<file path="src/rtl/cas_mf_pkg.sv">
// Shared constants and types for the signaling multiframe aligner.
// Assumes a 16-frame multiframe carrying two channels per signaling frame.
package cas_mf_pkg;
    localparam int FR_PER_MF  = 16;
    localparam int POS_W      = $clog2(FR_PER_MF);
    localparam int NIB_W      = 4;
    localparam int OCT_W      = 2 * NIB_W;
    localparam int SIG_FRAMES = FR_PER_MF - 1;
    localparam int NUM_CH     = 2 * SIG_FRAMES;
    localparam int CH_W       = $clog2(NUM_CH + 2);
    localparam int MISS_LIMIT = 2;
    localparam int MISS_W     = $clog2(MISS_LIMIT + 1);

    typedef enum logic [1:0] {
        ST_HUNT    = 2'd0,
        ST_CONFIRM = 2'd1,
        ST_SYNC    = 2'd2
    } mf_state_e;
endpackage

</file>
<file path="src/rtl/cas_mf_align.sv">
// Multiframe alignment state machine and position counter.
// Does: hunts for a 0000 upper nibble, confirms it 16 frames later, tracks
// alignment with a miss counter and issues write enables for signaling frames.
// Assumes: strobe_i is high for exactly one cycle per basic frame.
module cas_mf_align
    import cas_mf_pkg::*;
#(
    parameter int P_POS_W      = POS_W,
    parameter int P_NIB_W      = NIB_W,
    parameter int P_MISS_LIMIT = MISS_LIMIT,
    parameter int P_MISS_W     = MISS_W
) (
    input  logic                 clk,
    input  logic                 rst_n,
    input  logic                 strobe_i,
    input  logic [P_NIB_W-1:0]   upper_i,
    output logic                 sync_o,
    output logic [P_POS_W-1:0]   pos_o,
    output logic                 wr_en_o,
    output logic [P_POS_W-1:0]   wr_pos_o
);
    mf_state_e             state_q, state_d;
    logic [P_POS_W-1:0]    pos_q, pos_d, pos_inc;
    logic [P_MISS_W-1:0]   miss_q, miss_d;
    logic                  upper_zero;

    assign upper_zero = (upper_i == '0);
    assign pos_inc    = pos_q + P_POS_W'(1);

    // Next-state, position and write decision for the current strobe.
    always_comb begin
        state_d = state_q;
        pos_d   = pos_q;
        miss_d  = miss_q;
        wr_en_o = 1'b0;
        if (strobe_i) begin
            pos_d = pos_inc;
            unique case (state_q)
                ST_HUNT: begin
                    if (upper_zero) begin
                        state_d = ST_CONFIRM;
                        pos_d   = '0;
                    end
                end
                ST_CONFIRM: begin
                    if (pos_inc == '0) begin
                        state_d = upper_zero ? ST_SYNC : ST_HUNT;
                        miss_d  = '0;
                    end else if (upper_zero) begin
                        pos_d = '0;
                    end
                end
                ST_SYNC: begin
                    if (pos_inc == '0) begin
                        if (upper_zero) begin
                            miss_d = '0;
                        end else if (miss_q == P_MISS_W'(P_MISS_LIMIT - 1)) begin
                            state_d = ST_HUNT;
                            miss_d  = '0;
                        end else begin
                            miss_d = miss_q + P_MISS_W'(1);
                        end
                    end else begin
                        wr_en_o = 1'b1;
                    end
                end
                default: state_d = ST_HUNT;
            endcase
        end
    end

    // State, position and miss count registers.
    always_ff @(posedge clk) begin
        if (!rst_n) begin
            state_q <= ST_HUNT;
            pos_q   <= '0;
            miss_q  <= '0;
        end else begin
            state_q <= state_d;
            pos_q   <= pos_d;
            miss_q  <= miss_d;
        end
    end

    assign sync_o   = (state_q == ST_SYNC);
    assign pos_o    = pos_q;
    assign wr_pos_o = pos_inc;
endmodule

</file>
<file path="src/rtl/cas_sig_store.sv">
// Per-channel ABCD store with a combinational read port.
// Does: writes the upper nibble to channel n and the lower to n+HALF when
// frame n is written; reads return 0 for channel numbers out of range.
// Assumes: wr_en_i is only raised for positions 1 to HALF.
module cas_sig_store
    import cas_mf_pkg::*;
#(
    parameter int P_NUM_CH = NUM_CH,
    parameter int P_NIB_W  = NIB_W,
    parameter int P_POS_W  = POS_W,
    parameter int P_CH_W   = CH_W
) (
    input  logic                          clk,
    input  logic                          rst_n,
    input  logic                          wr_en_i,
    input  logic [P_POS_W-1:0]            wr_pos_i,
    input  logic [P_NIB_W-1:0]            upper_i,
    input  logic [P_NIB_W-1:0]            lower_i,
    input  logic [P_CH_W-1:0]             rd_ch_i,
    output logic [P_NIB_W-1:0]            rd_abcd_o,
    output logic [P_NUM_CH*P_NIB_W-1:0]   flat_o
);
    localparam int HALF = P_NUM_CH / 2;

    logic [P_NIB_W-1:0] ent_q [P_NUM_CH];
    logic [P_CH_W-1:0]  rd_idx;
    logic               rd_ok;

    // Frame position that carries a given zero-based channel slot.
    function automatic logic [P_POS_W-1:0] frame_of(input int slot);
        return (slot < HALF) ? P_POS_W'(slot + 1) : P_POS_W'(slot + 1 - HALF);
    endfunction

    // Channel entry update on signaling frames.
    always_ff @(posedge clk) begin
        if (!rst_n) begin
            for (int c = 0; c < P_NUM_CH; c++) ent_q[c] <= '0;
        end else if (wr_en_i) begin
            for (int c = 0; c < P_NUM_CH; c++) begin
                if (wr_pos_i == frame_of(c)) ent_q[c] <= (c < HALF) ? upper_i : lower_i;
            end
        end
    end

    // Range check and channel read.
    assign rd_ok  = (rd_ch_i != '0) && (rd_ch_i <= P_CH_W'(P_NUM_CH));
    assign rd_idx = rd_ch_i - P_CH_W'(1);

    always_comb begin
        rd_abcd_o = '0;
        if (rd_ok) begin
            for (int c = 0; c < P_NUM_CH; c++) begin
                if (rd_idx == P_CH_W'(c)) rd_abcd_o = ent_q[c];
            end
        end
    end

    genvar g;
    generate
        for (g = 0; g < P_NUM_CH; g++) begin : g_flat
            assign flat_o[g*P_NIB_W +: P_NIB_W] = ent_q[g];
        end
    endgenerate
endmodule

</file>
<file path="src/rtl/cas_fr0_tx.sv">
// Builds the transmit frame-0 time slot 16 octet.
// Does: 0000 alignment nibble, spare bits from a parameter, Y from sync.
// Assumes: bit 1 of the line octet is the MSB of the vector.
module cas_fr0_tx
    import cas_mf_pkg::*;
#(
    parameter int         P_OCT_W = OCT_W,
    parameter logic [2:0] P_SPARE = 3'b111
) (
    input  logic               sync_i,
    output logic               y_o,
    output logic [P_OCT_W-1:0] octet_o
);
    // Y alarm follows the receive alignment state.
    assign y_o     = ~sync_i;
    // Octet layout: 0000, X, Y, X, X.
    assign octet_o = {4'b0000, P_SPARE[2], y_o, P_SPARE[1:0]};
endmodule

</file>
<file path="src/rtl/cas_mf_sync.sv">
// Top: signaling multiframe aligner, ABCD extractor and frame-0 builder.
// Assumes frame alignment is done upstream and one strobe per basic frame.
module cas_mf_sync
    import cas_mf_pkg::*;
#(
    parameter logic [2:0] SPARE_X = 3'b111
) (
    input  logic             clk,
    input  logic             rst_n,
    input  logic             fr_stb_i,
    input  logic [7:0]       ts16_i,
    input  logic [4:0]       rd_ch_i,
    output logic [3:0]       rd_abcd_o,
    output logic             mf_sync_o,
    output logic             y_bit_o,
    output logic [7:0]       tx_fr0_o,
    output logic [3:0]       mf_pos_o
);
    logic                      wr_en;
    logic [POS_W-1:0]          wr_pos;
    logic [NUM_CH*NIB_W-1:0]   store_flat;

    cas_mf_align u_align (
        .clk      (clk),
        .rst_n    (rst_n),
        .strobe_i (fr_stb_i),
        .upper_i  (ts16_i[OCT_W-1:NIB_W]),
        .sync_o   (mf_sync_o),
        .pos_o    (mf_pos_o),
        .wr_en_o  (wr_en),
        .wr_pos_o (wr_pos)
    );

    cas_sig_store u_store (
        .clk       (clk),
        .rst_n     (rst_n),
        .wr_en_i   (wr_en),
        .wr_pos_i  (wr_pos),
        .upper_i   (ts16_i[OCT_W-1:NIB_W]),
        .lower_i   (ts16_i[NIB_W-1:0]),
        .rd_ch_i   (rd_ch_i),
        .rd_abcd_o (rd_abcd_o),
        .flat_o    (store_flat)
    );

    cas_fr0_tx #(.P_SPARE(SPARE_X)) u_tx (
        .sync_i  (mf_sync_o),
        .y_o     (y_bit_o),
        .octet_o (tx_fr0_o)
    );
endmodule

</file>
<file path="config.mk">
export PLATFORM = sky130hd
export DESIGN_NAME = cas_mf_sync
export DESIGN_NICKNAME = d
export VERILOG_FILES = /design/src/rtl/cas_mf_pkg.sv /design/src/rtl/cas_mf_align.sv /design/src/rtl/cas_sig_store.sv /design/src/rtl/cas_fr0_tx.sv /design/src/rtl/cas_mf_sync.sv
export SDC_FILE = /design/constraint.sdc
export NUM_CORES = 1
export LEC_CHECK = 0
export ABC_AREA = 1
export ABC_CLOCK_PERIOD_IN_PS = 8950
export BUFFER_PORTS_ARGS = -buffer_cell sky130_fd_sc_hd__buf_2
export CAP_MARGIN = 20
export CORE_MARGIN = 2
export CORE_UTILIZATION = 35
export DETAILED_ROUTE_END_ITERATION = 7
export SLEW_MARGIN = 10
export SYNTH_ARGS = -nofsm -noshare
export SYNTH_HDL_FRONTEND = slang
export SYNTH_HIERARCHICAL = 1
export SYNTH_SLANG_ARGS = --single-unit
</file>
<file path="constraint.sdc">
create_clock -name clk -period 8.95 [get_ports clk]
set_clock_uncertainty 0.05 [all_clocks]
set_input_delay 2.685 -clock clk [delete_from_list [all_inputs] [get_ports clk]]
set_output_delay 2.685 -clock clk [all_outputs]
set_load 0.005 [all_outputs]
</file>
==> run summary, run 1 <==
Dpl cell area -> 6740 sq um
Worst path slowest cell -> or2_1
Post-synth EDFFs -> 120
Status -> finished clean
TritonRoute pass-1 iters -> 6
VDD IR-drop max -> 0.000153 V
ANT cells -> 0
Antenna violations before repair -> 0
Routed WL per cell -> 16.1 microns
Post-Synth XOR/XNOR Area -> 0
Final hold violations -> 0
Critical Path Max Stage Delay -> 230 ps
Die area -> 19100 sq um
Clock slew at reported path FFs -> 50 ps
#FFs+latches synth -> 128
DR iter-0 viols -> 397
Site Rows -> 49
Vias -> 4857
Async set-reset flop share out of synthesis -> 0
Worst setup EP type -> output port
Synth Area in Simple Gates -> 0.282
Final Cell Area -> 7330 sq um
Hold Crit Class -> register to register
Post-CTS sizing -> 0
CTS HTree Levels -> 4
Synth Area in Adders -> 0.00198
Final Util -> 0.411
Post-CTS Setup Inserts -> 0
Die Wd -> 138 microns
Drt total wl -> 16000 microns
Layout area overhead -> 16.3%
Max Buffers Root-to-Sink -> 2
Crit Path Class -> input port to output port
DR vias/cell -> 4.87
IO Pins -> 34
Worst-skew pair later-pin latency -> 430 ps
Congestion Overflow GR -> 0
First-pass GRT wire length -> 25400 microns
DRC Markers -> 0
Hold_buf cts -> 0
Clk sink count -> 128
Leakage power -> 3.17 nW
Hpwl dp -> 11800 microns
Largest net degree at the start of global routing -> 41
Max Cap Viol -> 0
CP arrival -> 5520 ps
Slew @ Worst Pin -> 699 ps
Sequential cell area fraction in the yosys report -> 0.597
RSZ-0062 raised after global routing -> no
GRT Util Overall -> 0.175
Routability cong. -> 0.895
Count of unique library cells instantiated by Yosys -> 28
P per Cell Area -> 208 nW/um^2
Initial Util -> 0.353
Vias in the first global route -> 4714
Mapped Area -> 6300 sq um
CTS buffer count -> 17
Sum Neg Setup Slack -> 0 ps
Yosys warns -> 6
Final Cycle Share -> 0.923
Die Span Y -> 138 microns
Req. time, crit path -> 6220 ps
Top delay family on crit path -> simple AND/OR/NAND/NOR gates
Nets -> 772
Critical Path Source Type -> input port
Routed Antenna Nets -> 0
Port buffer count -> 26
Largest family of logic cells by synthesized area -> simple AND/OR/NAND/NOR gates
Synth Area per Inst -> 8.91 sq um
Tmin final -> 8260 ps
Final setup fails -> 0
Number of fillers in the final layout -> 1775
Most common cell on crit path -> nand2_1
Layout cells sized above 1 -> 0.150
Core area -> 17800 sq um
Mux cell area share after synthesis -> 0
CTS tree -> built
Peak Freq -> 121 MHz
Compound-gate portion of the synthesized area -> 0.0347
Ys flop type -> edfxtp_1
Max-slew violations -> 0
Clock root buffer -> clkbuf_16
Bufs and invs on worst path -> 3
Slew HR -> 0.529
Synthesized netlist cell count -> 708
Worst-path maximum fanout -> 16
## area by class of cell
cell class	count	area (sq um)	area share
clock inverters	13	164	0.0224
inverters	102	383	0.0522
well taps	229	287	0.0391
clock buffers	19	433	0.0590
multi-input cells	462	2040	0.278
repair buffers	44	265	0.0362
flip-flops and latches	128	3760	0.513
## routing by layer
metal,vias to the layer above,routed length (microns),global-route usage
li1,2376,-,-
met1,2305,7210,0.230
met2,149,7570,0.281
met3,27,931,0.0423
met4,0,315,0.0687
met5,-,0,0
## logic make-up (layout without fill, tap and decap cells)
group,after synthesis,after routing
buf+inv,123,178
other cells,2,7
fa+ha+maj,1,1
simple gates,411,411
compound gates,43,43
flops,128,128
## power breakdown
group | leakage, nW | internal [mW] | switching [mW]
Combinational | 1.61 | 0.0382 | 0.0901
Clock | 0.287 | 0.437 | 0.258
Sequential | 1.27 | 0.688 | 0.0124
Total | 3.17 | 1.16 | 0.361
## cells in the final DEF (no fill, tap or decap), drive strengths merged
master,count
dfxtp,8
buf,44
nor3,3
clkinvlp,2
nand3,47
o21ai,21
conb,7
edfxtp,120
nand4,24
a21oi,22
ha,1
clkinv,8
or2,23
clkbuf,19
nor2,131
nor4,1
inv,102
nand2,182
bufinv,3
## synthesized netlist by cell type (5+ instances only)
library cell	instances	area share
nand2_1	174	0.10
nor2_1	127	0.076
edfxtp_1	120	0.57
inv_1	92	0.055
nand3_1	45	0.036
nand4_1	24	0.024
a21oi_1	21	0.017
o21ai_0	21	0.017
or2_2	17	0.017
inv_2	9	0.0054
buf_4	8	0.0095
dfxtp_1	8	0.025
nand2_2	7	0.0069
clkbuf_1	5	0.0030
## sequential cells by signal, summed over array words and instances (netlist names)
signal and cells:
u_align/miss_q 2, u_align/pos_o 4, u_align/state_q 2, u_store/ent_q 120
## worst min-delay path: cells and delay by family, from the launching register on
kind                   cells  cell delay [ps]
flip-flops                 1              310
buffers and inverters      1               50
AND/OR/NAND/NOR            1               40
## final timing paths
| kind | start | end | slack (ps) | cells past startpoint |
|---|---|---|---|---|
| worst min register to register | u_align/miss_q[1]$_SDFFE_PN0P_ | u_align/miss_q[1]$_SDFFE_PN0P_ | 380 | 2 |
| worst max-delay path | rd_ch_i[0] | rd_abcd_o[1] | 690 | 30 |
| worst max register to register | u_align/pos_o[0]$_SDFFE_PN0P_ | u_store/ent_q[0][42]$_SDFFCE_PN0P_ | 6230 | 11 |
| worst min-delay path | u_align/miss_q[1]$_SDFFE_PN0P_ | u_align/miss_q[1]$_SDFFE_PN0P_ | 380 | 2 |
## through the flow
step	hold slack (ps)	instances	worst slack (ps)	total power, mW
finish	383	997	690	1.52
global route	394	997	445	1.58
CTS	383	997	737	1.54
detailed placement	374	965	748	0.841
global placement	373	965	787	0.839
floorplan	359	713	1710	0.794
(Power assumes the default switching activity.)
==> run 2: changes to the inputs <==
REMOVE_ABC_BUFFERS = 1   (was unset)
==> run summary, run 2 (synthesis results as in run 1) <==
Status -> finished clean (unchanged)
Worst setup EP type -> output port (unchanged)
Clk sink count -> 128 (unchanged)
Hpwl dp -> 11300 microns (was 11800 microns)
Most common cell on crit path -> nand2_1 (unchanged)
Leakage power -> 3.13 nW (was 3.17 nW)
Congestion Overflow GR -> 0 (unchanged)
Max reg flops -> 120 (unchanged)
Critical Path Max Stage Delay -> 300 ps (was 230 ps)
Antenna violations before repair -> 0 (unchanged)
Hold_buf cts -> 0 (unchanged)
Critical Path Source Type -> input port (unchanged)
Bufs and invs on worst path -> 4 (was 3)
Final hold violations -> 0 (unchanged)
Port buffer count -> 26 (unchanged)
DR iter-0 viols -> 454 (was 397)
Slew HR -> 0.549 (was 0.529)
Reg area -> 3760 sq um (unchanged)
Reg power frac -> 0.477 (was 0.459)
Top delay family on crit path -> simple AND/OR/NAND/NOR gates (unchanged)
Drt total wl -> 15600 microns (was 16000 microns)
Site Rows -> 49 (unchanged)
Post-CTS sizing -> 0 (unchanged)
RSZ-0062 raised after global routing -> no (unchanged)
CTS tree -> built (unchanged)
Max Buffers Root-to-Sink -> 2 (unchanged)
Core area -> 17800 sq um (unchanged)
Most flops, register -> u_store/ent_q (unchanged)
Post-CTS Setup Inserts -> 0 (unchanged)
Pre-CTS WS -> 587 ps (was 748 ps)
Layout area overhead -> 15.2% (was 16.3%)
Crit Path Class -> input port to output port (unchanged)
DR vias/cell -> 4.81 (was 4.87)
NetSw -> 341 uW (was 361 uW)
Most frequent cells in the layout -> nand2_1 (174), nor2_1 (127), edfxtp_1 (120) (unchanged)
Commonest non-fill, non-tap cell in the layout -> nand2_1 (unchanged)
DRC Markers -> 0 (unchanged)
First-pass GRT wire length -> 25400 microns (about the same)
Sum Neg Setup Slack -> 0 ps (unchanged)
Die area -> 19100 sq um (unchanged)
Max Cap Viol -> 0 (unchanged)
Tmin final -> 8340 ps (was 8260 ps)
Placed Instances -> 964 (was 965)
Number of fillers in the final layout -> 1760 (was 1775)
Die Span Y -> 138 microns (unchanged)
Hold Crit Class -> register to register (unchanged)
CP arrival -> 5600 ps (was 5520 ps)
Final Cycle Share -> 0.931 (was 0.923)
Overall Power -> 1.47 mW (was 1.52 mW)
Final cell count without fillers -> 994 (was 997)
Layout cells sized above 1 -> 0.139 (was 0.150)
Peak Freq -> 120 MHz (was 121 MHz)
Dpl cell area -> 6730 sq um (was 6740 sq um)
Worst-path maximum fanout -> 18 (was 16)
TritonRoute pass-1 iters -> 5 (was 6)
GRT Util Overall -> 0.172 (was 0.175)
Final Cell Area -> 7260 sq um (was 7330 sq um)
Comb power frac -> 0.087 (was 0.084)
Routability cong. -> 0.892 (was 0.895)
Footprint of the multi-input gates -> 2040 sq um (unchanged)
P_int -> 1.13 mW (was 1.16 mW)
VDD IR-drop max -> 0.000141 V (was 0.000153 V)
Vias in the first global route -> 4694 (was 4714)
Routed Antenna Nets -> 0 (unchanged)
Largest net degree at the start of global routing -> 41 (unchanged)
Clock root buffer -> clkbuf_16 (unchanged)
Max-slew violations -> 0 (unchanged)
Clock slew at reported path FFs -> 60 ps (was 50 ps)
Initial Util -> 0.353 (unchanged)
CTS buffer count -> 17 (unchanged)
Worst path slowest cell -> nand2_2 (was or2_1)
Worst hold margin -> 380 ps (was 383 ps)
Worst-skew pair later-pin latency -> 420 ps (was 430 ps)
Internal reg-to-reg setup slack -> 6190 ps (was 6230 ps)
P per Cell Area -> 202 nW/um^2 (was 208 nW/um^2)
Die Wd -> 138 microns (unchanged)
Req. time, crit path -> 6220 ps (about the same)
Vias -> 4780 (was 4857)
Routed WL per cell -> 15.7 microns (was 16.1 microns)
Clock power share -> 0.436 (was 0.456)
Final worst slack -> 614 ps (was 690 ps)
Sw Share -> 0.232 (was 0.237)
IO Pins -> 34 (unchanged)
Slew @ Worst Pin -> 671 ps (was 699 ps)
Nets -> 771 (was 772)
Final setup fails -> 0 (unchanged)
ANT cells -> 0 (unchanged)
CTS HTree Levels -> 4 (unchanged)
Final Util -> 0.407 (was 0.411)
[run 2: cell count changes in the layout (fill, tap and decap cells not counted)]
cell / before / now
buf_4: 18 / 17
clkbuf_1: 2 / 3
clkinv_2: 3 / 2
clkinvlp_4: 2 / 1
bufinv_16: 3 / 2
clkinv_4: 4 / 0
inv_6: 1 / 0
clkinv_1: 1 / 6
[run 2: area by class of cell]
cell class / instances / area share
Timing Repair Buffer: 43 / 0.0355
Multi-Input combinational cell: 462 / 0.281
Tap cell: 229 / 0.0395
Inverter: 102 / 0.0527
Clock buffer: 20 / 0.0601
Clock inverter: 10 / 0.0133
Sequential cell: 128 / 0.518
[run 2: final timing paths]
check | startpoint | endpoint | cells past startpoint
max | rd_ch_i[0] | rd_abcd_o[3] | 30
min | u_align/miss_q[1]$_SDFFE_PN0P_ | u_align/miss_q[1]$_SDFFE_PN0P_ | 2
max reg2reg | u_align/pos_o[0]$_SDFFE_PN0P_ | u_store/ent_q[0][43]$_SDFFCE_PN0P_ | 11
min reg2reg | u_align/miss_q[1]$_SDFFE_PN0P_ | u_align/miss_q[1]$_SDFFE_PN0P_ | 2
[run 2: worst reg2reg max path, stage by stage (launching register included)]
cell and delay [ps]:
dfxtp_1 350, ha_1 230, nand2_1 70, inv_1 50, nand2_1 110, nand3_1 90
inv_1 220, inv_1 90, nor3_1 530, inv_1 230, o21ai_0 230, buf_4 210
[run 2: power by group through the flow]
stage	logic, mW	registers (mW)	clock network (mW)
5_1_grt	0.145	0.703	0.673
4_1_cts	0.128	0.700	0.649
2_1_floorplan	0.0774	0.708	0
3_3_place_gp	0.126	0.712	0
6_report	0.127	0.700	0.639
3_5_place_dp	0.127	0.712	0
[run 2: metal layers]
metal | wire length [microns] | up-vias | track usage
li1 | - | 2370 | -
met1 | 7040 | 2221 | 0.232
met2 | 7370 | 171 | 0.276
met3 | 991 | 18 | 0.0384
met4 | 225 | 0 | 0.0580
met5 | 0 | - | 0
